$ cat src/rtl/thread_slot_sched.sv
module thread_slot_sched #(
  parameter int THREADS = 8,
  parameter int FRAME   = 16,
  parameter int MODES   = 8
) (
  input  logic                       clk,
  input  logic                       rst_n,
  input  logic [$clog2(MODES)-1:0]   mode_i,
  input  logic [THREADS-1:0]         en_i,
  output logic [THREADS-1:0]         issue_o,
  output logic [$clog2(THREADS)-1:0] tid_o
);
  localparam int TW = $clog2(THREADS);
  localparam int SW = $clog2(FRAME);
  localparam int MW = $clog2(MODES);
  localparam logic [SW-1:0] LAST = SW'(FRAME - 1);

  logic [SW-1:0] slot;
  logic [MW-1:0] act_mode;

  function automatic logic [2:0] owner(input logic [2:0] m, input logic [3:0] s);
    logic [2:0] k, j, idx;
    k   = s[3:1];
    j   = {s[3:2], s[1]};
    idx = (k[2] ? 3'd3 : 3'd0) + {1'b0, k[1:0]} - 3'd1;
    case (m)
      3'd0: owner = !s[0] ? 3'd0 : (k[1:0] == 2'd0) ? 3'd1 : idx + 3'd2;
      3'd1: begin
        if (s[1:0] == 2'd0)      owner = 3'd0;
        else if (s[1:0] == 2'd2) owner = 3'd1;
        else if (!j[0])          owner = j[1] ? 3'd3 : 3'd2;
        else                     owner = 3'd4 + {1'b0, j[2], j[1]};
      end
      3'd2: owner = s[2:0];
      3'd3: owner = !s[0] ? 3'd0 : 3'd1 + {1'b0, s[2:1]};
      3'd4: owner = (s[1:0] != 2'd3) ? {1'b0, s[1:0]} : 3'd3 + {2'b0, s[2]};
      3'd5: owner = (s[1:0] != 2'd0) ? {1'b0, s[1:0]} :
                    (s[3:2] == 2'd0) ? 3'd0 : 3'd3 + {1'b0, s[3:2]};
      3'd6: owner = s[0] ? 3'd1 : (k[1:0] == 2'd0) ? 3'd2 :
                    (idx == 3'd0) ? 3'd0 : idx + 3'd2;
      default: owner = s[0] ? 3'd1 : (s[2:1] == 2'd0) ? 3'd0 : {1'b0, s[2:1]} + 3'd1;
    endcase
  endfunction

  always_ff @(posedge clk) begin
    if (!rst_n) begin
      slot     <= '0;
      act_mode <= mode_i;
    end else begin
      slot <= (slot == LAST) ? '0 : slot + 1'b1;
      if (slot == LAST) act_mode <= mode_i;
    end
  end

  assign tid_o   = TW'(owner(3'(act_mode), 4'(slot)));
  assign issue_o = en_i[tid_o] ? (THREADS'(1) << tid_o) : '0;

  p_onehot_r9: assert property (@(posedge clk) disable iff (!rst_n)
    $onehot0(issue_o));
  p_match_r9: assert property (@(posedge clk) disable iff (!rst_n)
    (issue_o != '0) |-> issue_o[tid_o]);
  p_masked_r8: assert property (@(posedge clk) disable iff (!rst_n)
    (issue_o & ~en_i) == '0);
  p_full_r6: assert property (@(posedge clk) disable iff (!rst_n)
    (en_i == '1) |-> (issue_o != '0));
  p_wrap_r1: assert property (@(posedge clk) disable iff (!rst_n)
    (slot == LAST) |=> (slot == '0));
  p_hold_r10: assert property (@(posedge clk) disable iff (!rst_n)
    (slot != '0) |-> $stable(act_mode));
  p_even0_r2: assert property (@(posedge clk) disable iff (!rst_n)
    (act_mode == '0 && !slot[0]) |-> (tid_o == '0));
endmodule

$ cat config.mk
export PLATFORM = sky130hd
export DESIGN_NAME = thread_slot_sched
export DESIGN_NICKNAME = d
export VERILOG_FILES = /design/src/rtl/thread_slot_sched.sv
export SDC_FILE = /design/constraint.sdc
export NUM_CORES = 1
export LEC_CHECK = 0
export BUFFER_PORTS_ARGS = -buffer_cell sky130_fd_sc_hd__buf_2
export CORE_MARGIN = 4
export CORE_UTILIZATION = 57
export CTS_CLUSTER_SIZE = 10
export DETAILED_ROUTE_END_ITERATION = 12
export PLACE_DENSITY = 0.93
export SLEW_MARGIN = 20
export SYNTH_ARGS = -nofsm -noshare
export SYNTH_HDL_FRONTEND = slang
export SYNTH_SLANG_ARGS = --single-unit
$ cat constraint.sdc
create_clock -name clk -period 4.45 [get_ports clk]
set_input_delay 0.445 -clock clk [delete_from_list [all_inputs] [get_ports clk]]
set_output_delay 0.445 -clock clk [all_outputs]
set_load 0.05 [all_outputs]
==> results of run 1 <==
## how the worst max path moves through the flow
stage / end / slack (ps) / start / depth (start not counted)
2_1_floorplan: issue_o[4] / 940 / slot[1] / 8
3_3_place_gp: issue_o[4] / 1280 / slot[2] / 10
3_5_place_dp: issue_o[3] / 1080 / slot[1] / 9
4_1_cts: issue_o[7] / 830 / slot[1] / 9
5_1_grt: issue_o[7] / 660 / slot[1] / 9
6_report: issue_o[7] / 800 / slot[1] / 9
## state kept, by name (all words and copies together) (netlist names)
| register | count |
|---|---|
| slot | 4 |
| act_mode | 3 |
## final cells by class
| type | instances | area, um2 |
|---|---|---|
| timing repair buffer | 23 | 115.1 |
| clock buffer | 4 | 26.28 |
| tap | 16 | 20.02 |
| fill | 137 | 456.7 |
| multi-input combinational | 80 | 729.5 |
| sequential | 7 | 170.2 |
| inverter | 11 | 41.29 |
## synth_stat cells (all sizes together), types with 2 or more instances
cell type,count
edfxtp,3
a31oi,2
nand3,2
and3,2
and4b,4
xnor2,2
nor4,2
o211ai,2
a2111oi,3
a211oi,2
nor2b,2
nor4b,3
and4,2
a21oi,3
nor3,2
ha,16
inv,11
dfxtp,4
nor2,5
nand3b,2
nand2b,5
nand2,7
buf,4
## metal layers
layer  routed length (um)  up-vias  GRT usage, %
met2                 1042       40         32.14
met5                    0        -             0
li1                     -      422             -
met1                  907      404         20.99
met3                  190        4         5.199
met4                   28        0         6.635
## cells by family after synthesis
logic type	after synthesis	synth area share, %
fa+ha+maj	17	22.65
flops	7	17.50
xor+xnor	2	1.802
compound gates	19	18.92
mux	2	2.188
simple gates	40	29.47
buf+inv	15	7.464
## power breakdown
group / switching (mW) / internal (mW) / total (mW) / leakage, nW
logic: 0.0619 / 0.0360 / 0.0978 / 0.446
clock network: 0.0253 / 0.0344 / 0.0597 / 0.0150
registers: 0.0117 / 0.0712 / 0.0830 / 0.0622
## stage by stage
| step | worst slack (ps) | hold WS [ps] | utilization, % | area [um2] |
|---|---|---|---|---|
| 6_report | 800.1 | 364.5 | 70.71 | 1102 |
| 4_1_cts | 825.1 | 359.4 | 70.71 | 1102 |
| 3_5_place_dp | 1083 | 601.8 | 69.02 | 1076 |
| 3_3_place_gp | 1281 | 589.0 | 69.02 | 1076 |
| 5_1_grt | 657.0 | 344.0 | 70.71 | 1102 |
| 2_1_floorplan | 944.5 | 543.9 | - | 972.2 |
## critical path: cells and delay by family (launching register included)
| family | cells | cell delay (ps) |
|---|---|---|
| DFF | 1 | 490 |
| buffers and inverters | 2 | 450 |
| AOI/OAI and AO/OA | 2 | 740 |
| adders and majority gates | 2 | 750 |
| and+or+nand+nor | 3 | 530 |
==> reports/qor.csv, run 1 <==
metric,value,unit
status,"finished, final reports clean",
Cell variety after synth,43,
RR Startpoint,slot[0],
GP Congestion,0.8467,
die area,2430,um2
DRC,0,
hold_buf cts,0,
"area leader, netlist",ha_1,
Critical Path Start Type,flop,
critical path peak fanout,9,
Min-Delay Path Depth,1,
Nets,156,
final critical-path share of the clock period,82.02,%
RSZ-0062 raised after global routing,false,
CP required,4010,ps
Ports,24,
max_slew headroom,65.30,%
post-synthesis sequential area ratio,17.50,%
max incr delay on CP,490,ps
Mapped Area,972.2,um2
"most common cell after layout, fill and taps aside",buf_2,
area grow syn2layout,13.39,%
fmax,274.0,MHz
# diodes,0,
final setup vio count,0,
Setup TNS,0,ps
Pleak,0.5227,nW
pin count of the biggest net entering global routing,15,
ys async rst share,0,%
core area,1559,um2
drt first pass iters,4,
CP max stage cell,dfxtp_1,
hold path startpoint,mode_i[2],
first-pass GRT wire length,3574,um
Num CTS Buffers,3,
total power,0.2405,mW
IO Port Bufs,23,
"FF+latch count, synth",7,
Detailed Place HPWL,1721,um
Overflow after GRT,0,
Die Y-Extent,49.30,um
via/cell ratio,6.170,
Synth area leaders,"ha_1 (21%), edfxtp_1 (9.3%), dfxtp_1 (8.2%)",
"Min Clock Period, post-route",3650,ps
layout cell share with drive strength beyond 1,28.00,%
most frequent cells in the layout,"buf_2 (23), ha_1 (16), inv_1 (9)",
vias in the first global route,848,
H-tree levels,1,
via count,870,
drt wl/cell,15.38,um
clock latency on the worst-skew pair,260,ps
Mapped Nets,132,
Min-Delay Path Class,input pin to flop,
Post-Syn Instances,102,
Critical Path AT,3200,ps
r2r setup slk,2900,ps
worst slew pin tran,507.4,ps
Max clock buf depth,2,
clk sink count,7,
Starting Density,62.36,%
Routed WL,2169,um
Fin Clk Skew,11.73,ps
CTS tree,done,
initial antenna violation count,0,
Cell Pwr Density,218.2,nW/um2
"Clk pin slew, worst setup/hold paths",60,ps
clock root buffer,clkbuf_4,
maximum vdd drop,0.2092,mV
synth warn,0,
ANT nets after route,0,
Avg Inst Size Synth,9.531,um2
DRT iter0 DRCs,11,
Post-synth EDFFs,3,
total track usage,18.40,%
CP cell instances,inv_1 > ha_1 > fa_1 > nor2b_1 > a2111oi_0 > nor3_1 > a31oi_4 > and4b_1 > buf_2,
row count,14,
CTS resizes,0,
Max Slew Vio Count,0,
R2R depth,3,
dominant synthesized flop cell,dfxtp_1,
kind of critical path,flop to output pin,
DP Cell Count,137,
reg-to-reg endpoint,act_mode[0],
fin cells,141,
final hold vios,0,
maxcap violations,0,
CP endpoint kind,output pin,
setup bufs post-CTS,0,
top cell type's share of synthesized area,20.59,%
chip width,49.30,um
WHS Endpoint,act_mode[2],
No activity file was read; power rests on OpenSTA's default activity.
==> inputs of run 2 (changes only) <==
Settings changed: CORE_UTILIZATION 57 to 47, PLACE_DENSITY 0.93 to 0.83.
Clock period 4.45 ns to 3.1 ns, I/O delays scaled along.
==> reports/qor.csv, run 2 (same netlist as run 1, synthesis figures left out) <==
metric,value,unit,change
status,"finished, final reports clean",,
maximum vdd drop,0.3114,mV,+49%
max incr delay on CP,540,ps,+50 ps
clock latency on the worst-skew pair,240,ps,-20 ps
CP endpoint kind,output pin,,
chip width,53.48,um,+8.5%
Num CTS Buffers,3,,unchanged
cell family with most CP delay,adder cells,,
clk sink count,7,,unchanged
maxcap violations,0,,unchanged
Fin Hold WS,247.2,ps,-117.4 ps
hold_buf cts,0,,unchanged
Critical Path Start Type,flop,,
Cell Pwr Density,285.2,nW/um2,+31%
most frequent cells in the layout,"buf_2 (16), ha_1 (15), buf_4 (14)",,
internal power,0.2273,mW,+61%
Overflow after GRT,0,,unchanged
GRT met1 Usage,19.09,%,-1.9 points
Top reg by flops,slot,,
Psw,0.1467,mW,+48%
DRC,0,,unchanged
Fin Clk Skew,4.896,ps,-6.835 ps
Final Instance Area,1311,um2,+19%
row count,16,,+2
Ports,24,,unchanged
final critical-path share of the clock period,98.38,%,
hold path startpoint,mode_i[1],,
Clk pwr share,21.0,%,-3.8 points
RSZ-0062 raised after global routing,true,,
die area,2860,um2,+18%
vias in the first global route,889,,+4.8%
area grow syn2layout,34.88,%,
switching share of power,39.24,%,-1.9 points
total track usage,17.50,%,-0.89 points
max_slew headroom,53.87,%,-11 points
grt met2 use,34.69,%,+2.6 points
IO Port Bufs,23,,unchanged
first-pass GRT wire length,3746,um,+4.8%
kind of critical path,flop to output pin,,
core area,1962,um2,+26%
Max Slew Vio Count,0,,unchanged
Starting Density,49.55,%,-13 points
via/cell ratio,5.739,,-7.0%
largest registers,"slot x4, act_mode x3",,
layout cell share with drive strength beyond 1,44.20,%,+16 points
RR Startpoint,slot[1],,
Die Y-Extent,53.48,um,+8.5%
Detailed Place HPWL,1767,um,+2.6%
critical path peak fanout,5,,-4
final hold vios,0,,unchanged
CTS tree,done,,
CP cell instances,inv_4 > ha_4 > fa_1 > inv_1 > a31o_4 > a2111oi_4 > buf_4 > nor4_4 > and4b_2 > buf_8,,
# diodes,0,,unchanged
Buf/Inv on CP,4,,+2
H-tree levels,1,,unchanged
Pleak,0.5986,nW,+15%
clock root buffer,clkbuf_4,,
final setup vio count,0,,unchanged
fmax,327.9,MHz,
via count,947,,+8.9%
Placed Area,1140,um2,+5.9%
pin count of the biggest net entering global routing,15,,unchanged
max FFs per register,4,,unchanged
Nets,169,,+8.3%
"Min Clock Period, post-route",3050,ps,
drt first pass iters,4,,unchanged
CP required,2790,ps,-1220 ps
initial antenna violation count,0,,unchanged
Reg power frac,29.9,%,-4.6 points
Worst setup startpoint,slot[3],,
GR Util met3,1.972,%,-3.2 points
drt wl/cell,14.90,um,-3.2%
Min-Delay Path Class,input pin to flop,,
GRT busiest layer,met2,,
Routed WL,2458,um,+13%
DRT iter0 DRCs,25,,+14
Critical Path AT,2740,ps,-460 ps
Comb power frac,49.1,%,+8.4 points
CP max stage cell,fa_1,,
"most common cell after layout, fill and taps aside",buf_2,,
ANT nets after route,0,,unchanged
worst slew pin tran,687.8,ps,+180.4 ps
Max clock buf depth,2,,unchanged
"Clk pin slew, worst setup/hold paths",50,ps,about the same
GP Congestion,0.9769,,+15%
==> run 2: changes by cell type in the layout (fill, tap and decap cells not counted), moves of 3 or more <==
cell	previous run	this run
buf_4	0	14
buf_2	23	16
buf_6	0	3
inv_1	9	6
==> run 2: final cells by class <==
cell class                 count  area [um2]
clock buffer                   4       26.28
tap                           27       33.78
fill                         161       650.6
sequential                     7       175.2
multi-input combinational     82       798.3
timing repair buffer          34       234.0
inverter                      11       43.79
==> run 2: routing by layer <==
metal | share of wire, % | wire length (um)
met5 | 0 | 0
met4 | 0 | 0
met3 | 6.6 | 162
met2 | 52 | 1287
met1 | 41 | 1008
==> run 2: path summary, 6_finish.rpt <==
check | cells past startpoint | slack, ps | to
setup / recovery | 10 | 50 | issue_o[7]
hold / removal | 1 | 250 | act_mode[1]
setup reg to reg | 4 | 1720 | act_mode[0]
hold reg to reg | 3 | 630 | slot[3]
==> run 2: worst register-to-register path: cells and delay by family, from the launching register on <==
kind          cells  cell delay, ps
fa+ha+maj         1             280
simple gates      2             290
flops             1             330
buf+inv           1             160
==> run 2: power groups by stage <==
stage | clock network (mW) | logic, mW | registers, mW
after floorplan | 0 | 0.120 | 0.110
after global placement | 0 | 0.149 | 0.113
after detailed placement | 0 | 0.156 | 0.113
after CTS | 0.0802 | 0.172 | 0.112
after global routing | 0.0857 | 0.199 | 0.113
final | 0.0784 | 0.184 | 0.112
==> run 2: through the flow <==
step / util (%) / instances / worst slack, ps / setup TNS (ps) / power (mW)
global route: 66.84 / 165 / -44.83 / -92.88 / 0.3978
floorplan: - / 102 / -264.1 / -740.2 / 0.2292
global placement: 58.10 / 154 / 236.1 / 0 / 0.2621
finish: 66.84 / 165 / 50.15 / 0 / 0.3740
detailed placement: 58.10 / 154 / 107.3 / 0 / 0.2696
CTS: 62.88 / 161 / 26.11 / 0 / 0.3640
==> run 2: timing repair <==
item,CTS,global route
resized for setup,14,14
endpoints found under the setup margin,8,9
pin swaps,3,7
setup buffers,2,3
cloned,1,1
